===== config.mk =====
export PLATFORM = sky130hd
export DESIGN_NAME = sram_byte_ctrl
export DESIGN_NICKNAME = d
export VERILOG_FILES = /design/src/rtl/sram_ctrl_pkg.sv /design/src/rtl/sram_phase_timer.sv /design/src/rtl/sram_strobe_gen.sv /design/src/rtl/sram_rd_capture.sv /design/src/rtl/sram_byte_ctrl.sv
export SDC_FILE = /design/constraint.sdc
export NUM_CORES = 1
export LEC_CHECK = 0
export CAP_MARGIN = 20
export CORE_MARGIN = 4
export CORE_UTILIZATION = 29
export DETAILED_ROUTE_END_ITERATION = 7
export GPL_TIMING_DRIVEN = 1
export HOLD_SLACK_MARGIN = 0.15
export SLEW_MARGIN = 15
export SYNTH_ARGS = -nofsm -noshare
export SYNTH_HDL_FRONTEND = slang
export SYNTH_SLANG_ARGS = --single-unit
export TNS_END_PERCENT = 20

===== constraint.sdc =====
create_clock -name clk -period 2.4 [get_ports clk]
set_clock_uncertainty 0.05 [all_clocks]
set_input_delay 0.36 -clock clk [delete_from_list [all_inputs] [get_ports clk]]
set_output_delay 0.36 -clock clk [all_outputs]
set_load 0.03 [all_outputs]

===== src/rtl/sram_ctrl_pkg.sv =====
package sram_ctrl_pkg;

  typedef enum logic [2:0] {
    ST_PWRUP,
    ST_IDLE,
    ST_WR,
    ST_WREC,
    ST_RD,
    ST_RREC
  } ctrl_st_e;

  // ceiling of time over period; zero time needs zero cycles
  function automatic int ns_to_cyc(input int t_ns, input int clk_ns);
    if (t_ns <= 0) return 0;
    return (t_ns + clk_ns - 1) / clk_ns;
  endfunction

  function automatic int imax(input int a, input int b);
    return (a > b) ? a : b;
  endfunction

endpackage


===== src/rtl/sram_phase_timer.sv =====
module sram_phase_timer #(
  parameter int CW      = 8,
  parameter int RST_VAL = 0
) (
  input  logic          clk,
  input  logic          rst_n,
  input  logic          load,
  input  logic [CW-1:0] load_val,
  output logic          done
);

  logic [CW-1:0] cnt_q;

  always_ff @(posedge clk or negedge rst_n) begin
    if (!rst_n)             cnt_q <= CW'(RST_VAL);
    else if (load)          cnt_q <= load_val;
    else if (cnt_q != '0)   cnt_q <= cnt_q - 1'b1;
  end

  assign done = (cnt_q == '0);

endmodule


===== src/rtl/sram_strobe_gen.sv =====
module sram_strobe_gen
  import sram_ctrl_pkg::*;
#(
  parameter int LANES = 2
) (
  input  logic             clk,
  input  logic             rst_n,
  input  ctrl_st_e         nxt_st,
  input  logic [LANES-1:0] lane_en,
  output logic             ce_n,
  output logic             we_n,
  output logic             oe_n,
  output logic [LANES-1:0] be_n,
  output logic             dq_oe
);

  logic wr_ph, rd_ph;
  assign wr_ph = (nxt_st == ST_WR);
  assign rd_ph = (nxt_st == ST_RD);

  always_ff @(posedge clk or negedge rst_n) begin
    if (!rst_n) begin
      ce_n  <= 1'b1;
      we_n  <= 1'b1;
      oe_n  <= 1'b1;
      dq_oe <= 1'b0;
    end else begin
      ce_n  <= !(wr_ph || rd_ph);
      we_n  <= !wr_ph;
      oe_n  <= !rd_ph;
      dq_oe <= wr_ph;
    end
  end

  for (genvar g = 0; g < LANES; g++) begin : g_lane
    always_ff @(posedge clk or negedge rst_n) begin
      if (!rst_n) be_n[g] <= 1'b1;
      else        be_n[g] <= !((wr_ph || rd_ph) && lane_en[g]);
    end
  end

endmodule


===== src/rtl/sram_rd_capture.sv =====
module sram_rd_capture #(
  parameter int DW = 16,
  localparam int LANES = DW / 8
) (
  input  logic             clk,
  input  logic             rst_n,
  input  logic             cap_en,
  input  logic [LANES-1:0] lane_en,
  input  logic [DW-1:0]    dq_in,
  output logic             rsp_valid,
  output logic [DW-1:0]    rsp_rdata
);

  always_ff @(posedge clk or negedge rst_n) begin
    if (!rst_n) rsp_valid <= 1'b0;
    else        rsp_valid <= cap_en;
  end

  for (genvar g = 0; g < LANES; g++) begin : g_lane
    always_ff @(posedge clk or negedge rst_n) begin
      if (!rst_n)
        rsp_rdata[g*8 +: 8] <= 8'h00;
      else if (cap_en)
        rsp_rdata[g*8 +: 8] <= lane_en[g] ? dq_in[g*8 +: 8] : 8'h00;
    end
  end

endmodule


===== src/rtl/sram_byte_ctrl.sv =====
module sram_byte_ctrl
  import sram_ctrl_pkg::*;
#(
  parameter int AW        = 18,
  parameter int DW        = 16,
  parameter int CLK_NS    = 10,
  parameter int T_PWR_NS  = 200000,
  parameter int T_WP_NS   = 35,
  parameter int T_AW_NS   = 40,
  parameter int T_SD_NS   = 25,
  parameter int T_WC_NS   = 45,
  parameter int T_AA_NS   = 45,
  parameter int T_DOE_NS  = 25,
  parameter int T_RC_NS   = 45,
  parameter int T_OHZ_NS  = 15,
  localparam int LANES    = DW / 8
) (
  input  logic             clk,
  input  logic             rst_n,
  input  logic             req_valid,
  output logic             req_ready,
  input  logic             req_write,
  input  logic [AW-1:0]    req_addr,
  input  logic [DW-1:0]    req_wdata,
  input  logic [LANES-1:0] req_bmask,
  output logic             rsp_valid,
  output logic [DW-1:0]    rsp_rdata,
  output logic [AW-1:0]    sram_addr,
  output logic             sram_ce_n,
  output logic             sram_we_n,
  output logic             sram_oe_n,
  output logic [LANES-1:0] sram_be_n,
  output logic [DW-1:0]    sram_dq_out,
  output logic             sram_dq_oe,
  input  logic [DW-1:0]    sram_dq_in
);

  localparam int N_PWR  = imax(1, ns_to_cyc(T_PWR_NS, CLK_NS));
  localparam int N_WE   = imax(1, imax(ns_to_cyc(T_WP_NS, CLK_NS),
                                  imax(ns_to_cyc(T_AW_NS, CLK_NS), ns_to_cyc(T_SD_NS, CLK_NS))));
  localparam int N_WREC = imax(1, ns_to_cyc(T_WC_NS, CLK_NS) - N_WE);
  localparam int N_RD   = imax(1, imax(ns_to_cyc(T_AA_NS, CLK_NS), ns_to_cyc(T_DOE_NS, CLK_NS)));
  localparam int N_RREC = imax(1, imax(ns_to_cyc(T_OHZ_NS, CLK_NS), ns_to_cyc(T_RC_NS, CLK_NS) - N_RD));
  localparam int N_MAX  = imax(N_PWR, imax(imax(N_WE, N_WREC), imax(N_RD, N_RREC)));
  localparam int CW     = $clog2(N_MAX + 1);

  ctrl_st_e st_q, st_d;
  logic [AW-1:0]    addr_q;
  logic [DW-1:0]    wdata_q;
  logic [LANES-1:0] mask_q, lane_nxt;
  logic             accept, tmr_load, tmr_done, cap_en;
  logic [CW-1:0]    tmr_val;

  assign req_ready = (st_q == ST_IDLE);
  assign accept    = req_ready && req_valid;
  assign lane_nxt  = accept ? req_bmask : mask_q;

  // request fields are held from transfer to the end of the access
  always_ff @(posedge clk or negedge rst_n) begin
    if (!rst_n) begin
      addr_q  <= '0;
      wdata_q <= '0;
      mask_q  <= '0;
    end else if (accept) begin
      addr_q  <= req_addr;
      wdata_q <= req_wdata;
      mask_q  <= req_bmask;
    end
  end

  always_comb begin
    st_d     = st_q;
    tmr_load = 1'b0;
    tmr_val  = '0;
    cap_en   = 1'b0;
    unique case (st_q)
      ST_PWRUP: if (tmr_done) st_d = ST_IDLE;
      ST_IDLE: begin
        if (accept) begin
          tmr_load = 1'b1;
          if (req_write) begin
            st_d    = ST_WR;
            tmr_val = CW'(N_WE - 1);
          end else begin
            st_d    = ST_RD;
            tmr_val = CW'(N_RD - 1);
          end
        end
      end
      ST_WR: begin
        if (tmr_done) begin
          st_d     = ST_WREC;
          tmr_load = 1'b1;
          tmr_val  = CW'(N_WREC - 1);
        end
      end
      ST_WREC: if (tmr_done) st_d = ST_IDLE;
      ST_RD: begin
        if (tmr_done) begin
          st_d     = ST_RREC;
          tmr_load = 1'b1;
          tmr_val  = CW'(N_RREC - 1);
          cap_en   = 1'b1;
        end
      end
      ST_RREC: if (tmr_done) st_d = ST_IDLE;
      default: st_d = ST_IDLE;
    endcase
  end

  always_ff @(posedge clk or negedge rst_n) begin
    if (!rst_n) st_q <= ST_PWRUP;
    else        st_q <= st_d;
  end

  sram_phase_timer #(.CW(CW), .RST_VAL(N_PWR - 1)) u_timer (
    .clk      (clk),
    .rst_n    (rst_n),
    .load     (tmr_load),
    .load_val (tmr_val),
    .done     (tmr_done)
  );

  sram_strobe_gen #(.LANES(LANES)) u_strobe (
    .clk     (clk),
    .rst_n   (rst_n),
    .nxt_st  (st_d),
    .lane_en (lane_nxt),
    .ce_n    (sram_ce_n),
    .we_n    (sram_we_n),
    .oe_n    (sram_oe_n),
    .be_n    (sram_be_n),
    .dq_oe   (sram_dq_oe)
  );

  sram_rd_capture #(.DW(DW)) u_capture (
    .clk       (clk),
    .rst_n     (rst_n),
    .cap_en    (cap_en),
    .lane_en   (mask_q),
    .dq_in     (sram_dq_in),
    .rsp_valid (rsp_valid),
    .rsp_rdata (rsp_rdata)
  );

  assign sram_addr   = addr_q;
  assign sram_dq_out = wdata_q;

endmodule


== Word level (Yosys, flattened, before mapping) ==
Index checks and enable logic that the tools add are counted.

* Flip-flop bits (word level): 77
* Bits in latches: 0
* RAM bits: 0
* Bits in read-only memories: 0
* Input port bits: 56
* Output and inout bits: 58
* Word-level logic and storage cells: 56
* Memories kept: 0

* Add/subtract/negate cells: 1
* $mul: 0
* Divide/modulo/power cells: 0
* Order comparisons: 0
* Equality and inequality tests: 7
* Shift-type cells: 0
* Mux-type cells: 19
* Bitwise logic cells: 0
* Reductions and logical operators: 15

{| class="wikitable"
|+ Operators by type and width
! kind !! number
|-
| 15-bit 2-to-1 mux || 2
|-
| 3-bit 2-to-1 mux || 7
|-
| 8-bit 2-to-1 mux || 2
|-
| 15-bit logical NOT || 1
|-
| 15-bit nonzero test || 1
|-
| 15-bit by 1-bit subtractor with 15-bit output (second input constant) || 1
|-
| 3-bit one-hot mux with 4 select lines || 1
|-
| 3-bit by 2-bit equality test with 1-bit output (second input constant) || 3
|-
| 3-bit equality test (second input constant) || 3
|-
| 3-bit one-hot mux with 2 select lines || 1
|-
| 1-bit logical NOT || 5
|-
| 1-bit 2-to-1 mux || 4
|-
| 3-bit by 1-bit equality test with 1-bit output (second input constant) || 1
|-
| 1-bit logical AND || 3
|-
| 3-bit logical NOT || 1
|-
| 3-bit OR reduction || 1
|-
| 2-bit 2-to-1 mux || 1
|-
| 1-bit one-hot mux with 2 select lines || 1
|-
| 2-bit nonzero test || 1
|-
| 2-bit OR reduction || 1
|-
| 1-bit logical OR || 1
|}

== Depth between registers and ports, before layout ==
* Depth in word-level cells: 8
* Mapped depth: 8
* Depth with buffers taken out: 6

== Cells and area by module ==
A second synthesis with hierarchy kept.

* Cells, all modules: 265
* Area, all modules: 3319.4 sq um

{| class="wikitable"
|+ By module, submodules not included
! module !! times used !! cells an instance !! area each (sq um) !! sequential area each (sq um)
|-
| sram_byte_ctrl || 1 || 101 || 1596.5 || 975.9
|-
| sram_phase_timer || 1 || 79 || 840.8 || 386.6
|-
| sram_rd_capture || 1 || 70 || 673.1 || 425.4
|-
| sram_strobe_gen || 1 || 15 || 209.0 || 156.4
|}

== Worst setup path after synthesis ==
OpenSTA, ideal clock, no wires.

* Path type: register to register
* From: register u_timer.cnt_q[0]
* To: register u_timer.cnt_q[8]
* Library setup time: 0.080 ns
* Arrival time: 1.961 ns
* Required time: 2.270 ns
* Setup slack: 0.310 ns
* Stages on the path, launching flop included: 7
* Path buffers: 0
* Period minus slack after synthesis: 2.090 ns
* Cell sequence: dfstp_2 inv_1 ha_1 nor4b_1 and4_1 or4b_2 a21oi_1

* Word-level cells in the longest chain between the ends: 4
* Elaborated cells on any way between the ends: 8
* Classes of those cells: 1 x add/sub; 4 x mux; 3 x reduce/logical

{| class="wikitable"
|+ RTL lines
! what !! line !! source
|-
| from (decl) || sram_phase_timer.sv:12 || <nowiki>logic [CW-1:0] cnt_q;</nowiki>
|-
| from (signal assigned) || sram_phase_timer.sv:15 || <nowiki>if (!rst_n) cnt_q <= CW'(RST_VAL);</nowiki>
|-
| from (signal assigned) || sram_phase_timer.sv:16 || <nowiki>else if (load) cnt_q <= load_val;</nowiki>
|-
| from (signal assigned) || sram_phase_timer.sv:17 || <nowiki>else if (cnt_q != '0) cnt_q <= cnt_q - 1'b1;</nowiki>
|-
| branches (longest 4 deep; another with 15-bit by 1-bit subtractor with 15-bit output) || - ||
|}

Several ways; the timed one is not identified. The select of a mux whose other input is x is not followed.
A chain may end at the register's enable or synchronous reset.

== Final worst setup path ==
* From: register st_q[0]
* To: output req_ready

* Word-level cells in the longest chain between the ends: 1

{| class="wikitable"
|+ RTL lines
! what !! line !! source
|-
| from (decl) || sram_byte_ctrl.sv:47 || <nowiki>ctrl_st_e st_q, st_d;</nowiki>
|-
| from (signal assigned) || sram_byte_ctrl.sv:113 || <nowiki>else st_q <= st_d;</nowiki>
|-
| 3-bit by 1-bit equality test with 1-bit output || sram_byte_ctrl.sv:54 || <nowiki>assign req_ready = (st_q == ST_IDLE);</nowiki>
|-
| to (decl) || sram_byte_ctrl.sv:21 || <nowiki>output logic req_ready,</nowiki>
|}

No other way between the ends.

==> flow_metrics.env <==
export IMPL_grt_setup_unrepaired="no"
export IMPL_global_route_wire_length_before_repair_um=15300
export IMPL_power_density_nw_per_um2=1140
export IMPL_grt_start_max_net_pins=46
export IMPL_netlist_instances=361
export IMPL_final_count_of_hold_timing_violations=0
export IMPL_critical_path_launch_point_type="flop"
export IMPL_worst_setup_path_class="flop to output port"
export IMPL_place_detailed_instances=598
export IMPL_outcome="complete, no violations"
export IMPL_detail_route_drc_violations=0
export IMPL_globalRouteOverflowTotal=0
export IMPL_synth_largest_area_cell="dfrtp_1"
export IMPL_clock_insertion_delay_worst_skew_ns=0.34
export IMPL_power_leakage_nw=2.07
export IMPL_cts_buffers_inserted=9
export IMPL_synth_edf_count=0
export IMPL_synth_async_sr_flop_share=1.00
export IMPL_cts_max_path_buffers=2
export IMPL_post_synth_top_area_fraction=0.474
export IMPL_drt_pass1_iterations=4
export IMPL_place_port_buffers=113
export IMPL_critical_path_endpoint_type="output port"
export IMPL_crit_path_top_delay_cell="clkdlybuf4s50_1"
export IMPL_cpLargestDelayFamily="buffers and inverters"
export IMPL_synth_cell_area_um2=3330
export IMPL_floorplan_die_area_um2=13200
export IMPL_design_portCount=114
export IMPL_yosys_reg_bits=77
export IMPL_grt_antenna_before_repair=0
export IMPL_detail_route_iter0_violations=153
export IMPL_final_setup_viol_count=0
export IMPL_max_cap_violations=0
export IMPL_tritoncts_num_sinks=77
export IMPL_post_route_fraction_of_the_period_consumed_by_the_critical_path=0.936
export IMPL_worstHoldPathType="flop to flop"
export IMPL_synth_top_cells_by_count="nand2_1, dfrtp_1, o21ai_0"
export IMPL_critPathBufInv=2
export IMPL_cts_tree="built"
export IMPL_cp_slowest_stage_delay_ns=0.71
export IMPL_setup_tns_final_ns=0
export IMPL_drt_wirelength_per_cell_um=14.9
export IMPL_fin_crit_ns=2.25
export IMPL_total_routed_wirelength_um=9150
export IMPL_initial_core_util=0.301
export IMPL_fp_row_count=38
export IMPL_post_route_cells_drive_above_1_share=0.101
export IMPL_synth_warnings=0
export IMPL_critical_path_cell_by_cell="inv_1 > nor3_1 > clkdlybuf4s50_1"
export IMPL_synth_lib_cells_used_distinct=37
export IMPL_diodes=0
export IMPL_timing_worst_slew_pin_value_ns=0.587
export IMPL_grt_total_usage=0.145
export IMPL_place_gp_congestion=0.870
export IMPL_postSynthNetCount=418
export IMPL_number_of_global_route_vias_before_repair=3024
export IMPL_ant_nets=0
export IMPL_timing_fmax_ghz=0.445
export IMPL_final_max_slew_viol_count=0
export IMPL_vdd_ir_drop_max_uv=607
export IMPL_worstPathMaxFanout=10
export IMPL_synthToLayoutAreaGrowth_pct=48.5
export IMPL_route_detailed_vias_per_inst=4.74
export IMPL_worst_ep_arrival_time_ns=1.84
export IMPL_timing_slew_headroom=0.605
export IMPL_synth_most_common_cell="nand2_1"
export IMPL_netlist_top_cells_area="dfrtp_1, nand2_1, dfstp_2"
export IMPL_finalPower_mw=5.61
export IMPL_die_boundary_height_um=115
export IMPL_synth_avg_cell_area_um2=9.21
export IMPL_floorplan_core_area_um2=11000
export IMPL_htreeDepth=3
export IMPL_cp_required_ns=1.99
export IMPL_clock_transition_at_path_regs_ns=0.06
export IMPL_clock_root_buffer="clkbuf_16"
export IMPL_place_detailed_hpwl_um=6260
export IMPL_synth_top_flop_cell="dfrtp_1"
export IMPL_synth_seq_area_share=0.585
export IMPL_nets=527
export IMPL_finish_cell_count_without_fillers=615
export IMPL_die_width_um=115
export IMPL_num_vias=2918
## logic make-up after synthesis
group                      Yosys count  share of synthesized area
muxes                                2                    0.00677
xor gates and xnor gates             2                    0.00527
adders and majority gates            1                    0.00376
and+or+nand+nor                    181                      0.249
buffers and inverters               27                     0.0308
AOI/OAI and AO/OA                   71                      0.119
DFF                                 77                      0.585
## cells in the final DEF (no fill, tap or decap), drive strengths merged, types with 2 or more instances in the layout
cell type,Yosys,final
nand2,129,129
clkdlybuf4s50,0,112
dfrtp,63,63
o21ai,41,41
a21oi,16,16
dfstp,14,14
clkbuf,21,12
nor2,8,8
or4,7,7
nand3,7,7
buf,1,7
o31ai,6,6
or3,6,6
inv,5,5
nor3,4,4
a21o,3,3
or2,3,3
nor4,3,3
or4b,3,3
clkinv,0,3
and4,2,2
mux2,2,2
xor2,2,2
nand2b,2,2
o41ai,2,2
nor4b,2,2
## registers in the layout (all words and copies together) (netlist names)
register,flops
u_capture.rsp_valid,1
u_capture.rsp_rdata,16
mask_q,2
u_strobe.ce_n,1
u_timer.cnt_q,15
u_strobe.we_n,1
sram_addr,18
sram_dq_out,16
st_q,3
u_strobe.be_n,2
u_strobe.dq_oe,1
u_strobe.oe_n,1
## per-layer routing
metal | GRT usage | wire length, um
met4 | 0.0642 | 152
met5 | 0 | 0
met3 | 0.0411 | 560
met1 | 0.192 | 4090
met2 | 0.220 | 4350
## worst paths after layout
check                                  from                   to  cells past startpoint  slack (ns)
max in group asynchronous             rst_n     u_timer.cnt_q[3]                      3        1.11
hold / removal              sram_dq_out[11]      sram_dq_out[11]                      2        0.42
hold reg to reg             sram_dq_out[11]      sram_dq_out[11]                      2        0.42
setup / recovery                    st_q[0]            req_ready                      3        0.15
setup reg to reg           u_timer.cnt_q[0]     u_timer.cnt_q[8]                      6        0.16
min in group asynchronous             rst_n  u_capture.rsp_valid                      2        0.53
## worst reg2reg max path, cell delays in order, from the launching register on
cell,delay (ns)
dfstp_2,0.38
inv_1,0.10
ha_2,0.23
nand2b_1,0.12
or4_1,0.50
or4b_2,0.64
a21oi_1,0.16
## through the flow
step,hold WS (ns),setup slack (ns),utilization,area [um2]
after floorplan,0.0144,0.310,-,3330
after global placement,0.353,0.192,0.419,4620
after detailed placement,0.363,0.141,0.419,4620
after CTS,0.426,0.127,0.447,4930
after global routing,0.444,0.0209,0.448,4940
final,0.422,0.154,0.448,4940
## where the power goes
group          leakage, nW  internal (mW)  switching (mW)
clock network        0.147          0.833           0.530
logic                 1.05          0.896            1.15
registers            0.883           1.80           0.398
total                 2.07           3.53            2.08
## area by class of cell
class,instances,area (um2)
timing repair buffer,120,1210
fill,1110,6090
inverter,5,18.8
sequential,77,1940
clock buffer,12,246
multi-input combinational,257,1300
clock inverter,4,48.8
tap,140,175
## what timing repair did
item / 4_1_cts / 5_1_grt
setup buffers: 0 / 0
endpoints found under the hold margin: 34 / 0
setup endpoints to repair: 0 / 12
hold buffers: 1 / 0
gates resized for setup: 0 / 3
Note: power is estimated with default switching activity, not from simulation.
